File: src/rtl/mdio_pkg.sv
package mdio_pkg;

  // Bits after the preamble: 14 header + 2 turnaround + 16 data
  localparam int FRAME_BITS = 32;
  localparam int HDR_BITS   = 14;
  localparam int TA2_SLOT   = 15;
  localparam int DATA_SLOT0 = 16;

  typedef enum logic [2:0] {
    ST_PWRUP,
    ST_RST_ASSERT,
    ST_RST_WAIT,
    ST_IDLE,
    ST_PREAMBLE,
    ST_FRAME,
    ST_GAP
  } mdioState_t;

  // Control-to-datapath strobes
  typedef struct packed {
    logic mdcRun;    // MDC divider running
    logic load;      // capture a new request into the shift register
    logic shift;     // advance the outgoing bit (on an MDC fall)
    logic preamble;  // force MDIO high
    logic oe;        // drive MDIO
    logic taSlot;    // second turnaround bit of a read
    logic dataSlot;  // read data bits
  } mdioStrobes_t;

endpackage

File: src/rtl/mdio_ctrl.sv
module mdio_ctrl
  import mdio_pkg::*;
#(
  parameter int POWERUP_CYCLES   = 16_700_000,
  parameter int RST_PULSE_CYCLES = 1000,
  parameter int POST_RST_CYCLES  = 400,
  parameter int PREAMBLE_BITS    = 32,
  parameter int HALF_DIV         = 5
) (
  input  logic         clk,
  input  logic         rstN,
  input  logic         reqValid,
  input  logic         reqWrite,
  input  logic         phyRstReq,
  input  logic         mdcFall,
  output mdioStrobes_t strb,
  output logic         busy,
  output logic         done,
  output logic         phyRstN
);

  localparam int PRE_EFF  = (PREAMBLE_BITS < 32) ? 32 : PREAMBLE_BITS;
  localparam int GAP_CYC  = 2 * HALF_DIV;
  localparam int MAX_AB   = (POWERUP_CYCLES > RST_PULSE_CYCLES) ? POWERUP_CYCLES : RST_PULSE_CYCLES;
  localparam int MAX_CD   = (POST_RST_CYCLES > GAP_CYC) ? POST_RST_CYCLES : GAP_CYC;
  localparam int WAIT_MAX = (MAX_AB > MAX_CD) ? MAX_AB : MAX_CD;
  localparam int WAIT_W   = $clog2(WAIT_MAX + 1);
  localparam int SLOT_W   = $clog2(PRE_EFF);

  localparam logic [WAIT_W-1:0] PWR_LAST  = WAIT_W'(POWERUP_CYCLES - 1);
  localparam logic [WAIT_W-1:0] RST_LAST  = WAIT_W'(RST_PULSE_CYCLES - 1);
  localparam logic [WAIT_W-1:0] POST_LAST = WAIT_W'(POST_RST_CYCLES - 1);
  localparam logic [WAIT_W-1:0] GAP_LAST  = WAIT_W'(GAP_CYC - 1);
  localparam logic [SLOT_W-1:0] PRE_LAST  = SLOT_W'(PRE_EFF - 1);
  localparam logic [SLOT_W-1:0] FRM_LAST  = SLOT_W'(FRAME_BITS - 1);
  localparam logic [SLOT_W-1:0] HDR_END   = SLOT_W'(HDR_BITS);
  localparam logic [SLOT_W-1:0] TA2       = SLOT_W'(TA2_SLOT);
  localparam logic [SLOT_W-1:0] DATA0     = SLOT_W'(DATA_SLOT0);

  mdioState_t        state;
  logic [WAIT_W-1:0] waitCnt;
  logic [SLOT_W-1:0] slotCnt;
  logic              opWrite;
  logic              accept;

  assign accept = (state == ST_IDLE) && !phyRstReq && reqValid;

  always_ff @(posedge clk) begin
    if (!rstN) begin
      state   <= ST_PWRUP;
      waitCnt <= '0;
      slotCnt <= '0;
      opWrite <= 1'b0;
    end else begin
      unique case (state)
        ST_PWRUP: begin
          if (waitCnt == PWR_LAST) begin
            state   <= ST_RST_ASSERT;
            waitCnt <= '0;
          end else begin
            waitCnt <= waitCnt + 1'b1;
          end
        end
        ST_RST_ASSERT: begin
          if (waitCnt == RST_LAST) begin
            state   <= ST_RST_WAIT;
            waitCnt <= '0;
          end else begin
            waitCnt <= waitCnt + 1'b1;
          end
        end
        ST_RST_WAIT: begin
          if (waitCnt == POST_LAST) begin
            state   <= ST_IDLE;
            waitCnt <= '0;
          end else begin
            waitCnt <= waitCnt + 1'b1;
          end
        end
        ST_IDLE: begin
          if (phyRstReq) begin
            state   <= ST_RST_ASSERT;
            waitCnt <= '0;
          end else if (reqValid) begin
            state   <= ST_PREAMBLE;
            slotCnt <= '0;
            opWrite <= reqWrite;
          end
        end
        ST_PREAMBLE: begin
          if (mdcFall) begin
            if (slotCnt == PRE_LAST) begin
              state   <= ST_FRAME;
              slotCnt <= '0;
            end else begin
              slotCnt <= slotCnt + 1'b1;
            end
          end
        end
        ST_FRAME: begin
          if (mdcFall) begin
            if (slotCnt == FRM_LAST) begin
              state   <= ST_GAP;
              waitCnt <= '0;
            end else begin
              slotCnt <= slotCnt + 1'b1;
            end
          end
        end
        ST_GAP: begin
          if (waitCnt == GAP_LAST) begin
            state   <= ST_IDLE;
            waitCnt <= '0;
          end else begin
            waitCnt <= waitCnt + 1'b1;
          end
        end
        default: state <= ST_PWRUP;
      endcase
    end
  end

  always_comb begin
    strb          = '0;
    strb.mdcRun   = (state == ST_PREAMBLE) || (state == ST_FRAME);
    strb.load     = accept;
    strb.shift    = (state == ST_FRAME) && mdcFall && (slotCnt != FRM_LAST);
    strb.preamble = (state == ST_PREAMBLE);
    strb.oe       = (state == ST_PREAMBLE) ||
                    ((state == ST_FRAME) && (opWrite || (slotCnt < HDR_END)));
    strb.taSlot   = (state == ST_FRAME) && !opWrite && (slotCnt == TA2);
    strb.dataSlot = (state == ST_FRAME) && !opWrite && (slotCnt >= DATA0);
  end

  assign busy    = (state != ST_IDLE);
  assign done    = (state == ST_GAP) && (waitCnt == GAP_LAST);
  assign phyRstN = (state != ST_RST_ASSERT);

endmodule

File: src/rtl/mdio_datapath.sv
module mdio_datapath
  import mdio_pkg::*;
#(
  parameter int HALF_DIV = 5
) (
  input  logic         clk,
  input  logic         rstN,
  input  mdioStrobes_t strb,
  input  logic         reqWrite,
  input  logic [4:0]   reqPhyAddr,
  input  logic [4:0]   reqRegAddr,
  input  logic [15:0]  reqWrData,
  input  logic         mdioIn,
  output logic         mdc,
  output logic         mdioOut,
  output logic         mdioOe,
  output logic         mdcFall,
  output logic [15:0]  rdData,
  output logic         taError
);

  logic                  halfDone;
  logic                  mdcQ;
  logic                  mdcRise;
  logic [FRAME_BITS-1:0] txShift;
  logic [15:0]           rxShift;
  logic                  taErrQ;

  // MDC half-period timer: a divide-by-one variant needs no counter
  generate
    if (HALF_DIV == 1) begin : g_fast
      assign halfDone = 1'b1;
    end else begin : g_div
      localparam int HALF_W = $clog2(HALF_DIV);
      localparam logic [HALF_W-1:0] HALF_LAST = HALF_W'(HALF_DIV - 1);
      logic [HALF_W-1:0] halfCnt;
      always_ff @(posedge clk) begin
        if (!rstN || !strb.mdcRun || halfDone) halfCnt <= '0;
        else                                   halfCnt <= halfCnt + 1'b1;
      end
      assign halfDone = (halfCnt == HALF_LAST);
    end
  endgenerate

  assign mdcRise = strb.mdcRun && halfDone && !mdcQ;
  assign mdcFall = strb.mdcRun && halfDone && mdcQ;

  always_ff @(posedge clk) begin
    if (!rstN || !strb.mdcRun) mdcQ <= 1'b0;
    else if (halfDone)         mdcQ <= ~mdcQ;
  end

  // Outgoing frame: start, opcode, addresses, turnaround, data
  always_ff @(posedge clk) begin
    if (!rstN) begin
      txShift <= '0;
    end else if (strb.load) begin
      txShift <= {2'b01,
                  reqWrite ? 2'b01 : 2'b10,
                  reqPhyAddr,
                  reqRegAddr,
                  reqWrite ? 2'b10 : 2'b00,
                  reqWrite ? reqWrData : 16'h0000};
    end else if (strb.shift) begin
      txShift <= {txShift[FRAME_BITS-2:0], 1'b0};
    end
  end

  // Incoming turnaround check and read data, sampled on MDC rises
  always_ff @(posedge clk) begin
    if (!rstN) begin
      rxShift <= '0;
      taErrQ  <= 1'b0;
    end else begin
      if (strb.load)                  taErrQ  <= 1'b0;
      else if (mdcRise && strb.taSlot) taErrQ <= mdioIn;
      if (mdcRise && strb.dataSlot)   rxShift <= {rxShift[14:0], mdioIn};
    end
  end

  assign mdc     = mdcQ;
  assign mdioOut = strb.preamble | txShift[FRAME_BITS-1];
  assign mdioOe  = strb.oe;
  assign rdData  = rxShift;
  assign taError = taErrQ;

endmodule

File: src/rtl/mdio_master.sv
module mdio_master
  import mdio_pkg::*;
#(
  parameter int POWERUP_CYCLES   = 16_700_000,
  parameter int RST_PULSE_CYCLES = 1000,
  parameter int POST_RST_CYCLES  = 400,
  parameter int PREAMBLE_BITS    = 32,
  parameter int HALF_DIV         = 5
) (
  input  logic        clk,
  input  logic        rstN,
  input  logic        reqValid,
  input  logic        reqWrite,
  input  logic [4:0]  reqPhyAddr,
  input  logic [4:0]  reqRegAddr,
  input  logic [15:0] reqWrData,
  input  logic        phyRstReq,
  output logic        busy,
  output logic        done,
  output logic [15:0] rdData,
  output logic        taError,
  output logic        mdc,
  output logic        mdioOut,
  output logic        mdioOe,
  input  logic        mdioIn,
  output logic        phyRstN
);

  mdioStrobes_t strb;
  logic         mdcFall;

  mdio_ctrl #(
    .POWERUP_CYCLES  (POWERUP_CYCLES),
    .RST_PULSE_CYCLES(RST_PULSE_CYCLES),
    .POST_RST_CYCLES (POST_RST_CYCLES),
    .PREAMBLE_BITS   (PREAMBLE_BITS),
    .HALF_DIV        (HALF_DIV)
  ) u_ctrl (
    .clk      (clk),
    .rstN     (rstN),
    .reqValid (reqValid),
    .reqWrite (reqWrite),
    .phyRstReq(phyRstReq),
    .mdcFall  (mdcFall),
    .strb     (strb),
    .busy     (busy),
    .done     (done),
    .phyRstN  (phyRstN)
  );

  mdio_datapath #(
    .HALF_DIV(HALF_DIV)
  ) u_dp (
    .clk       (clk),
    .rstN      (rstN),
    .strb      (strb),
    .reqWrite  (reqWrite),
    .reqPhyAddr(reqPhyAddr),
    .reqRegAddr(reqRegAddr),
    .reqWrData (reqWrData),
    .mdioIn    (mdioIn),
    .mdc       (mdc),
    .mdioOut   (mdioOut),
    .mdioOe    (mdioOe),
    .mdcFall   (mdcFall),
    .rdData    (rdData),
    .taError   (taError)
  );

endmodule

File: config.mk
export PLATFORM = sky130hd
export DESIGN_NAME = mdio_master
export DESIGN_NICKNAME = d
export VERILOG_FILES = /design/src/rtl/mdio_pkg.sv /design/src/rtl/mdio_ctrl.sv /design/src/rtl/mdio_datapath.sv /design/src/rtl/mdio_master.sv
export SDC_FILE = /design/constraint.sdc
export NUM_CORES = 1
export LEC_CHECK = 0
export BUFFER_PORTS_ARGS = -buffer_cell sky130_fd_sc_hd__buf_2
export CORE_ASPECT_RATIO = 1.4
export CORE_MARGIN = 2
export CORE_UTILIZATION = 50
export CTS_CLUSTER_DIAMETER = 60
export CTS_CLUSTER_SIZE = 16
export DETAILED_ROUTE_END_ITERATION = 8
export PLACE_DENSITY = 0.69
export SLEW_MARGIN = 30
export SYNTH_ARGS = -nofsm -noshare
export SYNTH_HDL_FRONTEND = slang
export SYNTH_HIERARCHICAL = 1
export SYNTH_SLANG_ARGS = --single-unit
File: constraint.sdc
create_clock -name clk -period 3.53 [get_ports clk]
set_clock_uncertainty 0.1 [all_clocks]
set_input_delay 0.8825 -clock clk [delete_from_list [all_inputs] [get_ports clk]]
set_output_delay 0.8825 -clock clk [all_outputs]
set_load 0.01 [all_outputs]
==> results.toml <==
[run_status]
status = "complete, no violations"

[timing]
hold_viol_final = 0
finalCritPeriodShare_pct = 93.82
finalSetupViolations = 0
max_freq_ghz = 0.3019
fin_crit_ns = 3.312
tightest_slew_ns = 0.7662
fin_setup_tns_ns = 0
relSlewSlack_pct = 48.70
maxSlewViolCount = 0
grt_setup_unrepaired = "no"

[global_routing]
grt_antenna_before_repair = 0
use_met1_pct = 21.10
grt_use_total_pct = 19.07
grt_pass1_wl_mm = 14.06
grt_busiest_layer = "met2"
grt_pass1_vias = 3304
gr-total-overflow = 0
grt_use_met3_pct = 5.343
grt_start_max_net_pins = 55
use_met2_pct = 34.20

[synth]
synth.area.top_cells = "dfxtp_1 40%, mux2i_1 11%, nand2_1 4.9%, nor2_1 3.8%, xnor2_1 3.5%"
synth_top_family_by_area = "simple AND/OR/NAND/NOR gates"
synth_adder_area_share_pct = 2.060
synth.largest_area_cell = "dfxtp_1"
yosys_warnings = 6
ys_seq_area_share_pct = 40.49
postSynthAreaPerCell_sq_um = 8.677
synth_top_area_share_pct = 40.49
synth-compound-area-share_pct = 10.95
yosys.area_share.simple_pct = 25.37
syn-cell-area_sq_um = 4252
yosysUniqueCellTypes = 52
synth-seq-cells = 86
synth.area.mux_share_pct = 11.07
synth_xor_area_share_pct = 4.738
synth_nets = 529
syn_inst = 490

[floorplanning]
start_util_pct = 51.86
die_x_um = 81.94
placementRows = 39
die_h_um = 113.1
die_area_sq_um = 9267
core_sq_um = 8198
io_pins = 55

[final_layout]
area_growth_pct = 13.07
final_cells = 635
final_util_pct = 58.64
multi_input_area_sq_um = 2308
final_common_cell = "dfxtp_1"
finalInstanceArea_sq_um = 4807
drive_above_1_share_pct = 16.32
fill_cells = 770
nNetsFinal = 567
regArea_sq_um = 1722
most-common-layout-cells = "86 x dfxtp_1, 56 x nand2_1, 54 x buf_2"
antennaDiodeCount = 0

[clock_network]
cts_tree = "done"
cts_num_sinks = 86
numCtsBuffers = 9
root_buffer = "clkbuf_16"
htree_levels = 3
holdBufCountCts = 0
path_clk_slew_ns = 0.06
cts_resized = 0
worstSkewPairLatency_ns = 0.34
cts_setup_buffers = 0
clk_path_buf_depth = 2

[setup_path]
crit_path_start_kind = "register"
path_cells = "or4_4 -> or2_0 -> nor4_1 -> inv_1 -> nor3_1 -> buf_2"
required_ns = 2.55
reg2reg_slack_ns = 0.52
worst_r2r_endpoint = "u_ctrl/waitCnt[18]$_SDFFE_PN0P_"
crit_slowest_cell = "or4_4"
worstPathArrival_ns = 2.33
critPathKind = "reg2out"
crit_end = "done"
ff2ff_path_depth = 9
cp-end-kind = "output pin"
reg2reg_from = "u_ctrl/state[2]$_SDFFE_PN0P_"
startpoint = "u_ctrl/waitCnt[16]$_SDFFE_PN0P_"
path_max_fanout = 4
critPathMaxStageDelay_ns = 0.55

[routing]
wl_mm = 8.685
vias_per_cell = 5.444
drtAntennaViolNets = 0
vias = 3457
wl_per_cell_um = 13.68
drc = 0
drt-initial-drc-count = 177
dr.pass1.iters = 4

[placed_design]
io_buffers = 54
place_hpwl_mm = 6.123
place_area_sq_um = 4514
place.gp.congestion = 0.8580
dp.cells = 619

[pwr]
p_leak_uw = 0.002047
max-vdd-ir-drop_uv = 253.5
pwr_density_cell_nw_per_um2 = 402.3

[run]
cap_violations = 0

[hold_path]
hold_class = "reg2reg"
## how the worst min path moves through the flow
stage | from | to | slack (ns) | cells past startpoint
2_1_floorplan | u_dp/g_div.halfCnt[0]$_SDFF_PP0_ | u_dp/g_div.halfCnt[0]$_SDFF_PP0_ | 0.33 | 1
5_1_grt | u_dp/g_div.halfCnt[0]$_SDFF_PP0_ | u_dp/g_div.halfCnt[0]$_SDFF_PP0_ | 0.39 | 1
3_3_place_gp | u_dp/rdData[15]$_SDFFE_PN0P_ | u_dp/rdData[15]$_SDFFE_PN0P_ | 0.35 | 2
4_1_cts | u_dp/g_div.halfCnt[0]$_SDFF_PP0_ | u_dp/g_div.halfCnt[0]$_SDFF_PP0_ | 0.37 | 1
3_5_place_dp | u_dp/g_div.halfCnt[0]$_SDFF_PP0_ | u_dp/g_div.halfCnt[0]$_SDFF_PP0_ | 0.36 | 1
6_report | u_dp/rdData[15]$_SDFFE_PN0P_ | u_dp/rdData[15]$_SDFFE_PN0P_ | 0.37 | 2
## worst max-delay path, delay by kind of cell, from the launching register on
kind          cells  cell delay, ns
flops             1            0.34
simple gates      4            1.40
buf+inv           2            0.25
## area by class of cell
class,instances,area share (%)
Multi-Input combinational cell,358,48.02
Clock buffer,10,4.971
Inverter,15,1.171
Tap cell,102,2.655
Timing Repair Buffer,58,6.247
Clock inverter,6,1.119
Sequential cell,86,35.81
## routing by layer
layer | vias to the layer above | part of all wire, %
met4 | 0 | 1.1
met2 | 66 | 52
met3 | 8 | 4.6
li1 | 1765 | -
met5 | - | 0
met1 | 1618 | 42
## flip-flops by register name (all words and copies together) (netlist names)
name and flops:
u_dp/txShift 32, u_ctrl/waitCnt 24, u_dp/rdData 16, u_ctrl/slotCnt 5, u_ctrl/state 3, u_dp/g_div.halfCnt 3
u_ctrl/opWrite 1, u_dp/mdc 1, u_dp/taError 1
## metrics by stage
step	setup WS [ns]	total power, uW	hold slack (ns)
6_report	0.2181	1934	0.3702
2_1_floorplan	0.7939	1024	0.3268
4_1_cts	0.2244	1958	0.3722
5_1_grt	0.03169	2006	0.3920
3_3_place_gp	0.6518	1047	0.3479
3_5_place_dp	0.5879	1047	0.3627
## cells by family after synthesis
family	after synthesis
AO/OA/AOI/OAI	68
XOR/XNOR	23
adder cells (fa/ha/maj)	7
buffers and inverters	46
flip-flops	86
multiplexers	47
AND/OR/NAND/NOR	213
## cell usage after synthesis, drive strengths merged
library cell  number
clkbuf            15
nand4bb            1
clkinv             1
nor4               5
o211ai             3
xnor2             17
nand2b             3
a21oi             12
inv               14
or2                4
o21bai             2
o21ai             24
and2              19
o211a             11
and4               4
nand2             57
buf               16
o31ai              1
and3               6
nand3b             2
a211oi             2
o2bb2ai            2
nand4b             1
dfxtp             86
o22ai              1
nor4b              1
o2111a             1
mux2i             47
xor2               6
nand4              7
a21bo              1
o41a               1
nor2              43
nor3              15
a31oi              1
or3                1
a21boi             5
nor3b              3
or4                2
nand3             29
ha                 7
nor2b              9
and4b              1
o221a              1
## where the power goes
group,switching [uW],internal [uW],total [uW]
Clock,400,508,908
Sequential,3.42,973,976
Combinational,28.7,20.3,49.0
Note: power is estimated with default switching activity, not from simulation.
